## src/rtl/keyseq_wdog_pkg.sv

```systemverilog
package keyseq_wdog_pkg;

  // Command field width and key values.
  localparam int KEY_W = 2;
  localparam logic [KEY_W-1:0] KEY_NOP    = 2'b00;
  localparam logic [KEY_W-1:0] KEY_FIRST  = 2'b01;
  localparam logic [KEY_W-1:0] KEY_SECOND = 2'b10;

  // Register field positions that software decodes.
  localparam int RUN_BIT    = 31;
  localparam int TOGGLE_LSB = 24;
  localparam int SERVE_LSB  = 26;
  localparam int NUM_KEYS   = 2;

  typedef enum logic {
    KEY_IDLE  = 1'b0,
    KEY_ARMED = 1'b1
  } key_state_e;

endpackage

```

## src/rtl/wdog_rst_sync.sv

```systemverilog
module wdog_rst_sync #(
  parameter int STAGES = 2
) (
  input  logic clk,
  input  logic rst_n,
  output logic rst_sn
);

  logic [STAGES-1:0] sync_q;

  always_ff @(posedge clk or negedge rst_n) begin
    if (!rst_n) begin
      sync_q <= '0;
    end else begin
      sync_q <= {sync_q[STAGES-2:0], 1'b1};
    end
  end

  assign rst_sn = sync_q[STAGES-1];

endmodule

```

## src/rtl/wdog_key_seq.sv

```systemverilog
module wdog_key_seq
  import keyseq_wdog_pkg::*;
(
  input  logic             clk,
  input  logic             rst_sn,
  input  logic             wr_en_i,
  input  logic [KEY_W-1:0] field_i,
  output logic             fire_o
);

  key_state_e st_q, st_d;

  // Next-state logic: a 01 arms the field, and a following 10 fires it.
  always_comb begin
    st_d   = st_q;
    fire_o = 1'b0;
    if (wr_en_i) begin
      case (field_i)
        KEY_NOP:    st_d = st_q;
        KEY_FIRST:  st_d = KEY_ARMED;
        KEY_SECOND: begin
          fire_o = (st_q == KEY_ARMED);
          st_d   = KEY_IDLE;
        end
        default:    st_d = KEY_IDLE;
      endcase
    end
  end

  always_ff @(posedge clk or negedge rst_sn) begin
    if (!rst_sn) begin
      st_q <= KEY_IDLE;
    end else if (wr_en_i) begin
      st_q <= st_d;
    end
  end

  // a completed pair always leaves the field disarmed
  a_r5_fire_disarms: assert property (@(posedge clk) disable iff (!rst_sn)
    fire_o |=> (st_q == KEY_IDLE));

  // a write with 00 in the field keeps the pending state
  a_r5_nop_holds: assert property (@(posedge clk) disable iff (!rst_sn)
    (wr_en_i && field_i == KEY_NOP) |=> $stable(st_q));

endmodule

```

## src/rtl/wdog_count.sv

```systemverilog
module wdog_count #(
  parameter int               CNT_W   = 24,
  parameter int               PRESC_W = 8,
  parameter logic [CNT_W-1:0] CNT_RST = '0
) (
  input  logic             clk,
  input  logic             rst_sn,
  input  logic             run_i,
  input  logic             reload_i,
  input  logic [CNT_W-1:0] load_val_i,
  output logic             expire_o,
  output logic             trip_o
);

  localparam logic [PRESC_W-1:0] PRESC_MAX = {PRESC_W{1'b1}};

  logic [CNT_W-1:0]   cnt_q, cnt_d;
  logic [PRESC_W-1:0] presc_q, presc_d;
  logic               trip_q, trip_d;
  logic               expire_q, expire_d;
  logic               hit_zero;

  assign hit_zero = (cnt_q == '0);

  // Next-state logic. Once expired, everything is frozen, and a reload
  // takes priority over counting.
  always_comb begin
    cnt_d    = cnt_q;
    presc_d  = presc_q;
    trip_d   = trip_q;
    expire_d = 1'b0;
    if (!trip_q) begin
      if (reload_i) begin
        cnt_d   = load_val_i;
        presc_d = '0;
      end else if (run_i) begin
        if (hit_zero) begin
          trip_d   = 1'b1;
          expire_d = 1'b1;
        end else begin
          presc_d = presc_q + 1'b1;
          if (presc_q == PRESC_MAX) begin
            cnt_d = cnt_q - 1'b1;
          end
        end
      end
    end
  end

  always_ff @(posedge clk or negedge rst_sn) begin
    if (!rst_sn) begin
      cnt_q    <= CNT_RST;
      presc_q  <= '0;
      trip_q   <= 1'b0;
      expire_q <= 1'b0;
    end else begin
      cnt_q    <= cnt_d;
      presc_q  <= presc_d;
      trip_q   <= trip_d;
      expire_q <= expire_d;
    end
  end

  assign expire_o = expire_q;
  assign trip_o   = trip_q;

  // the expiry pulse lasts a single cycle
  a_r7_single_pulse: assert property (@(posedge clk) disable iff (!rst_sn)
    expire_q |=> !expire_q);

  // expiry only follows a count that had reached zero
  a_r7_from_zero: assert property (@(posedge clk) disable iff (!rst_sn)
    expire_q |-> ($past(cnt_q) == '0));

  // the reset request is sticky
  a_r9_req_sticky: assert property (@(posedge clk) disable iff (!rst_sn)
    trip_q |=> trip_q);

  // the counter stays frozen after expiry
  a_r9_frozen_after_trip: assert property (@(posedge clk) disable iff (!rst_sn)
    trip_q |=> ($stable(cnt_q) && $stable(presc_q)));

  // no counting while stopped and not reloading
  a_r10_idle_hold: assert property (@(posedge clk) disable iff (!rst_sn)
    (!run_i && !reload_i) |=> $stable(cnt_q));

  // a reload lands the load value and clears the prescaler
  a_r6_reload_lands: assert property (@(posedge clk) disable iff (!rst_sn)
    (reload_i && !trip_q) |=> (cnt_q == $past(load_val_i) && presc_q == '0));

endmodule

```

## src/rtl/keyseq_wdog.sv

```systemverilog
module keyseq_wdog
  import keyseq_wdog_pkg::*;
#(
  parameter int                  DATA_W     = 32,
  parameter int                  PRESET_W   = 24,
  parameter int                  PRESC_W    = 8,
  parameter logic [PRESET_W-1:0] PRESET_RST = 24'h4F4630
) (
  input  logic              clk,
  input  logic              rst_n,
  input  logic              wr_en,
  input  logic [DATA_W-1:0] wr_data,
  output logic [DATA_W-1:0] rd_data,
  output logic              expire_pulse,
  output logic              reset_req
);

  localparam int TOGGLE_IDX = 0;
  localparam int SERVE_IDX  = 1;

  logic                rst_sn;
  logic                run_q, run_d;
  logic [PRESET_W-1:0] preset_q;
  logic [PRESET_W-1:0] preset_wr;
  logic [NUM_KEYS-1:0] fire;
  logic                reload;
  logic [3:0]          unused_high;

  assign unused_high = wr_data[DATA_W-1:DATA_W-4];
  assign preset_wr   = wr_data[PRESET_W-1:0];

  wdog_rst_sync #(.STAGES(2)) u_rst_sync (
    .clk    (clk),
    .rst_n  (rst_n),
    .rst_sn (rst_sn)
  );

  // One key tracker per command field.
  for (genvar g = 0; g < NUM_KEYS; g++) begin : g_key
    localparam int LSB = (g == TOGGLE_IDX) ? TOGGLE_LSB : SERVE_LSB;
    wdog_key_seq u_key (
      .clk     (clk),
      .rst_sn  (rst_sn),
      .wr_en_i (wr_en),
      .field_i (wr_data[LSB +: KEY_W]),
      .fire_o  (fire[g])
    );
  end

  // The run flag toggles on a completed toggle pair.
  always_comb begin
    run_d = run_q ^ fire[TOGGLE_IDX];
  end

  // Starting the timer or a completed service reloads the counter.
  assign reload = (fire[TOGGLE_IDX] && !run_q) || fire[SERVE_IDX];

  always_ff @(posedge clk or negedge rst_sn) begin
    if (!rst_sn) begin
      run_q    <= 1'b0;
      preset_q <= PRESET_RST;
    end else if (wr_en) begin
      run_q    <= run_d;
      preset_q <= preset_wr;
    end
  end

  wdog_count #(
    .CNT_W   (PRESET_W),
    .PRESC_W (PRESC_W),
    .CNT_RST (PRESET_RST)
  ) u_count (
    .clk        (clk),
    .rst_sn     (rst_sn),
    .run_i      (run_q),
    .reload_i   (reload),
    .load_val_i (preset_wr),
    .expire_o   (expire_pulse),
    .trip_o     (reset_req)
  );

  always_comb begin
    rd_data                 = '0;
    rd_data[RUN_BIT]        = run_q;
    rd_data[PRESET_W-1:0]   = preset_q;
  end

  // a completed toggle pair inverts the run flag
  a_r4_toggle: assert property (@(posedge clk) disable iff (!rst_sn)
    fire[TOGGLE_IDX] |=> (run_q != $past(run_q)));

  // without a completed pair the run flag holds
  a_r4_hold: assert property (@(posedge clk) disable iff (!rst_sn)
    !fire[TOGGLE_IDX] |=> $stable(run_q));

  // each write lands its preset bits
  a_r3_preset_store: assert property (@(posedge clk) disable iff (!rst_sn)
    wr_en |=> (rd_data[PRESET_W-1:0] == $past(wr_data[PRESET_W-1:0])));

endmodule

```

## config.mk

```make
export PLATFORM = sky130hd
export DESIGN_NAME = keyseq_wdog
export DESIGN_NICKNAME = d
export VERILOG_FILES = /design/src/rtl/keyseq_wdog_pkg.sv /design/src/rtl/wdog_rst_sync.sv /design/src/rtl/wdog_key_seq.sv /design/src/rtl/wdog_count.sv /design/src/rtl/keyseq_wdog.sv
export SDC_FILE = /design/constraint.sdc
export NUM_CORES = 1
export LEC_CHECK = 0
export BUFFER_PORTS_ARGS = -buffer_cell sky130_fd_sc_hd__buf_2
export CORE_AREA = 2 2 93 95
export DETAILED_ROUTE_END_ITERATION = 10
export DIE_AREA = 0 0 95 97
export PLACE_DENSITY = 0.69
export SLEW_MARGIN = 20
export SYNTH_ARGS = -nofsm -noshare
export SYNTH_HDL_FRONTEND = slang
export SYNTH_SLANG_ARGS = --single-unit
```

## constraint.sdc

```tcl
create_clock -name clk -period 1.8 [get_ports clk]
set_clock_uncertainty 0.15 [all_clocks]
set_input_delay 0.18 -clock clk [delete_from_list [all_inputs] [get_ports clk]]
set_output_delay 0.18 -clock clk [all_outputs]
set_load 0.1 [all_outputs]
```

Yosys cells after proc, flatten, opt, wreduce, memory -nomap -nowiden
Index checks and enable logic that the tools add are counted.
Operators by class
  add/subtract/negate cells: 2
  equal/unequal tests: 6
  muxes and demuxes: 18
  bitwise operators: 4
  reduce and logical (&&, ||, !) cells: 12
Operators with widths (number)
  $mux 24: 4
  $logic_not 24->1: 1
  $mux 8: 3
  $sub 24x1->24 const B: 1
  $mux 1: 9
  $add 8x1->8 const B: 1
  $eq 8x8->1 const B: 1
  $eq 2x1->1 const B: 2
  $eq 2x2->1 const B: 2
  $logic_not 2->1: 2
  $pmux 1 s2: 2
  $reduce_and 2->1: 2
  $reduce_and 4->1: 1
  $reduce_bool 2->1: 2
  $not 1->1: 3
  $reduce_and 3->1: 1
  $ne 2x2->1 const B: 1
  $logic_and 1x1->1: 1
  $logic_not 1->1: 1
  $logic_or 1x1->1: 1
  $xor 1x1->1: 1
Word-level totals
  register bits: 63
  input bits: 35
  logic and storage cells: 51

Longest topological paths before layout
  depth after elaboration: 7
  gate-level depth with buffers: 10
  gate-level depth less buffers: 7

Cells and area by module
A second synthesis with hierarchy kept.
Unflattened totals
  cell total of the unflattened synthesis: 335
  area, all modules: 3457.1 sq um
Modules (own cells, without submodules)
  wdog_count: times used 1, cells an instance 258, area an instance 2190.9 sq um, sequential area each 863.3 sq um
  keyseq_wdog: times used 1, cells an instance 66, area an instance 1122.3 sq um, sequential area each 638.1 sq um
  wdog_key_seq: times used 2, cells an instance 4, area an instance 45.0 sq um, sequential area each 25.0 sq um
  wdog_rst_sync: times used 1, cells an instance 3, area an instance 53.8 sq um, sequential area each 50.0 sq um

Worst setup path after synthesis
No wires, ideal clock.
  path type: register to register
  start: reg u_count.trip_q, in the netlist u_count.trip_o
  end: reg u_count.cnt_q[9]
  setup time: 111 ps
  arrival: 2356 ps
  required time: 1539 ps
  path slack: -817 ps
  stages on the path, launching flop included: 6
  path buffers: 0
  cells stage by stage: dfrtp_1 > inv_1 > nand2_1 > nor3_1 > nand3_1 > o311ai_0
On the way
  cells in the longest elaborated chain, start to end: 2
RTL lines
  from (decl): line wdog_count.sv:19  | logic trip_q, trip_d;
  from (signal assigned): line wdog_count.sv:59  | trip_q <= trip_d;
  $not 1->1 (no line)
  $reduce_and 4->1 (no line)
  to (signal assigned): line wdog_count.sv:57  | cnt_q <= cnt_d;
  to (decl): line wdog_count.sv:17  | logic [CNT_W-1:0] cnt_q, cnt_d;
Every way passes these cells.
A chain may end at the register's enable or synchronous reset.

Worst setup path in the final report
  start: reg u_count.cnt_q[17]
  end: reg u_count.cnt_q[1]
On the way
  cells in the longest elaborated chain, start to end: 3
RTL lines
  $logic_not 24->1: line wdog_count.sv:23  | assign hit_zero = (cnt_q == '0);
  $ne 2x2->1 (no line)
  $reduce_and 4->1 (no line)
Every way passes these cells.

==> results.md <==
- Status: finished with violations
- Failing checks: negative setup slack
- Clock Latency Late Sink: 0.36 ns
- Worst path most repeated cell: or4_4
- Die extent in y: 97 um
- Fin nets: 567
- CP Depth: 6
- GPL Wtd Cong: 0.936
- Vias per cell: 5.69
- Final HPWL DP: 7.45 mm
- Max incr delay on CP: 0.54 ns
- Core area: 8130 um2
- Synth Warn #: 0
- H-tree depth: 3
- Seq/Total Area, Yosys: 46.5%
- Port bufs: 57
- CTS tree: done
- Number of synthesized flops with an enable pin: 0
- Largest net degree at the start of global routing: 25
- Initial antenna violation count: 0
- Critical path type: reg2reg
- P&R area growth vs syn: 53.7%
- Hold Path Class: reg2async
- Routed Antenna Nets: 0
- Mapped Cells: 342
- Row count: 33
- Clk sinks: 63
- Max_cap viols: 0
- Mux cell area share after synthesis: 8.72%
- WL/cell: 17.3 um
- Congestion Overflow GR: 0
- Final period util: 137%
- Pwr dens: 672 nW/um2
- Initial Utilization: 42.3%
- Core Util, Final: 65.1%
- # DRC: 0
- Post-synthesis adder-cell area fraction: 1.45%
- Slowest cell on the critical path: or4_4
- Pins over their slew limit: 0
- Worst R2R Path Depth: 6
- Final hold viol count: 0
- Diodes inserted: 0
- Clock root cell: clkbuf_8
- CTS Buf Count: 9
- Synth cell types: 55
- P_leak: 2.31 nW
- Setup WS post-layout: -0.669 ns
- Largest family of logic cells by synthesized area: simple AND/OR/NAND/NOR gates
- Worst-Margin Slew: 0.544 ns
- Max clock buf depth: 2
- Pre-antenna DRT Iters: 5
- Detailed Route Iter0 Violations: 259
- Worst-path cell chain: or4_4 -> or4_4 -> or3_4 -> buf_6 -> o21ai_4 -> mux2i_1
- Setup crit end kind: register
- Startpoint Class: register
- Most common cell after layout, fill and taps aside: buf_4
- Filler instances: 619
- RSZ-0062 raised after global routing: true
- Vias in the first global route: 3,726
- Worst path bufs/invs: 1
- Area share of and/or/nand/nor cells after synthesis: 22.2%
- CP top delay family: simple AND/OR/NAND/NOR gates
- CP Max Fanout: 8
- Worst Path Arrival: 2.60 ns
- Synth Cell Area: 3440 um2
- Peak Freq: 405 MHz
- Worst vdd ir: 377 uV
- Most frequent cells in the layout: buf_4 (95), buf_2 (58), dfrtp_1 (41)
- Synth Flop Type: dfrtp_1
- Share of cells above drive strength 1: 49.1%
- Ports: 69
- Final setup vio count: 34
- Post-layout minimum cycle time: 2.47 ns
- Setup TNS: -20.30 ns
- Via Count: 3,623
- Avg Cell Area, Syn: 10.1 um2
- Required time worst endpoint: 1.93 ns
- Post-synthesis compound-gate area fraction: 15.0%
- Die width: 95 um
- Total global-route track usage: 24.6%
- Worst-path clk slew: 0.07 ns
- Final WL: 11.0 mm
- Post-Synth XOR/XNOR Area: 0%
- Yosys reg bits: 63
- Die area: 9220 um2
- Ys async rst share: 100%
- First-pass GRT wire length: 17.8 mm
- Slew HR: 63.6%
[path summary, 6_finish.rpt]
| kind | slack, ns | endpoint | startpoint |
|---|---|---|---|
| worst max-delay path | -0.67 | u_count.cnt_q[1]$_DFFE_PN0P_ | u_count.cnt_q[17]$_DFFE_PN1P_ |
| worst min-delay path | 0.07 | u_count.cnt_q[1]$_DFFE_PN0P_ | u_rst_sync.sync_q[1]$_DFF_PN0_ |
| worst max register to register | -0.67 | u_count.cnt_q[1]$_DFFE_PN0P_ | u_count.cnt_q[17]$_DFFE_PN1P_ |
| worst min register to register | 0.07 | u_count.cnt_q[1]$_DFFE_PN0P_ | u_rst_sync.sync_q[1]$_DFF_PN0_ |
| max in group asynchronous | 0.84 | u_rst_sync.sync_q[1]$_DFF_PN0_ | rst_n |
| min in group clk | 0.10 | run_q$_DFFE_PN0P_ | wr_en |
[final cells by class]
| class | instances | area, um2 | share of cell area (%) |
|---|---|---|---|
| Inverter | 6 | 22.5 | 0.426 |
| Clock inverter | 3 | 15.0 | 0.284 |
| Tap cell | 105 | 131 | 2.48 |
| Sequential cell | 63 | 1600 | 30.3 |
| Multi-Input combinational cell | 251 | 1870 | 35.4 |
| Clock buffer | 12 | 135 | 2.55 |
| Timing Repair Buffer | 197 | 1510 | 28.6 |
[cells by family after synthesis]
| logic type | Yosys count |
|---|---|
| buffers and inverters | 35 |
| DFF | 63 |
| AOI/OAI and AO/OA | 77 |
| muxes | 27 |
| other | 2 |
| adders and majority gates | 4 |
| and+or+nand+nor | 134 |
[cells in the mapped netlist, types with 3 or more instances]
cell type	number	area, um2
nand3_1	13	65.1
or3_1	6	37.5
nor3_1	13	65.1
o311ai_0	8	70.1
inv_1	6	22.5
nor2_1	18	67.6
mux2i_1	3	30.0
nor4_1	19	119
buf_6	3	33.8
dfstp_2	20	526
o211ai_1	4	30.0
a21oi_1	23	115
or2_2	4	25.0
dfrtp_1	43	1080
nand4b_1	3	26.3
o31ai_1	3	22.5
buf_2	3	15.0
clkbuf_1	12	45.0
a31oi_1	3	18.8
o21ai_1	3	15.0
and3_1	3	18.8
mux2_2	24	270
buf_4	9	67.6
o22ai_1	9	56.3
ha_1	4	50.1
or4_1	8	60.1
and4_1	3	26.3
o21ai_0	10	50.1
nand4_1	7	43.8
nand2_1	23	86.3
[worst reg2reg max path: stages, from the launching register on]
cell	delay [ns]
dfstp_2	0.37
or4_4	0.54
or4_4	0.44
or3_4	0.39
buf_6	0.15
o21ai_4	0.14
mux2i_1	0.23
[per-stage QoR]
step | cells | setup slack, ns | total power [mW] | area (um2) | hold WS [ns]
floorplan | 348 | -0.622 | 2.30 | 3480 | -0.266
global placement | 584 | -0.680 | 2.48 | 4550 | -0.183
detailed placement | 584 | -0.697 | 2.50 | 4550 | -0.181
CTS | 635 | -0.642 | 3.58 | 5120 | 0.0854
global route | 637 | -0.727 | 3.69 | 5290 | 0.101
finish | 637 | -0.669 | 3.56 | 5290 | 0.0717
[layer usage]
metal	global-route usage [%]	part of all wire (%)	vias to the layer above	wire, um
met4	10.9	2.2	0	244
met1	31.4	42	1786	4660
li1	-	-	1681	-
met2	40.3	50	136	5480
met3	4.67	5.8	20	644
met5	0	0	-	0
[sequential cells by signal, summed over array words and instances (netlist names)]
signal / count
g_key.u_key.st_q: 2
run_q: 1
u_count.cnt_q: 24
u_rst_sync.sync_q: 2
u_count.trip_o: 1
u_count.presc_q: 8
preset_q: 24
u_count.expire_o: 1
[power by group]
group	internal (mW)	leakage, nW	switching, mW
Clock	0.486	0.0800	0.542
Combinational	0.243	1.48	0.738
Sequential	1.51	0.744	0.0416
[repair_timing]
action	in CTS	in global routing
setup endpoints to repair	34	34
gates cloned	4	0
buffers inserted	2	2
hold endpoints to repair	40	0
gates resized for setup	22	32
pin swaps	15	11
hold buffers	30	0
No activity file was read; power rests on OpenSTA's default activity.
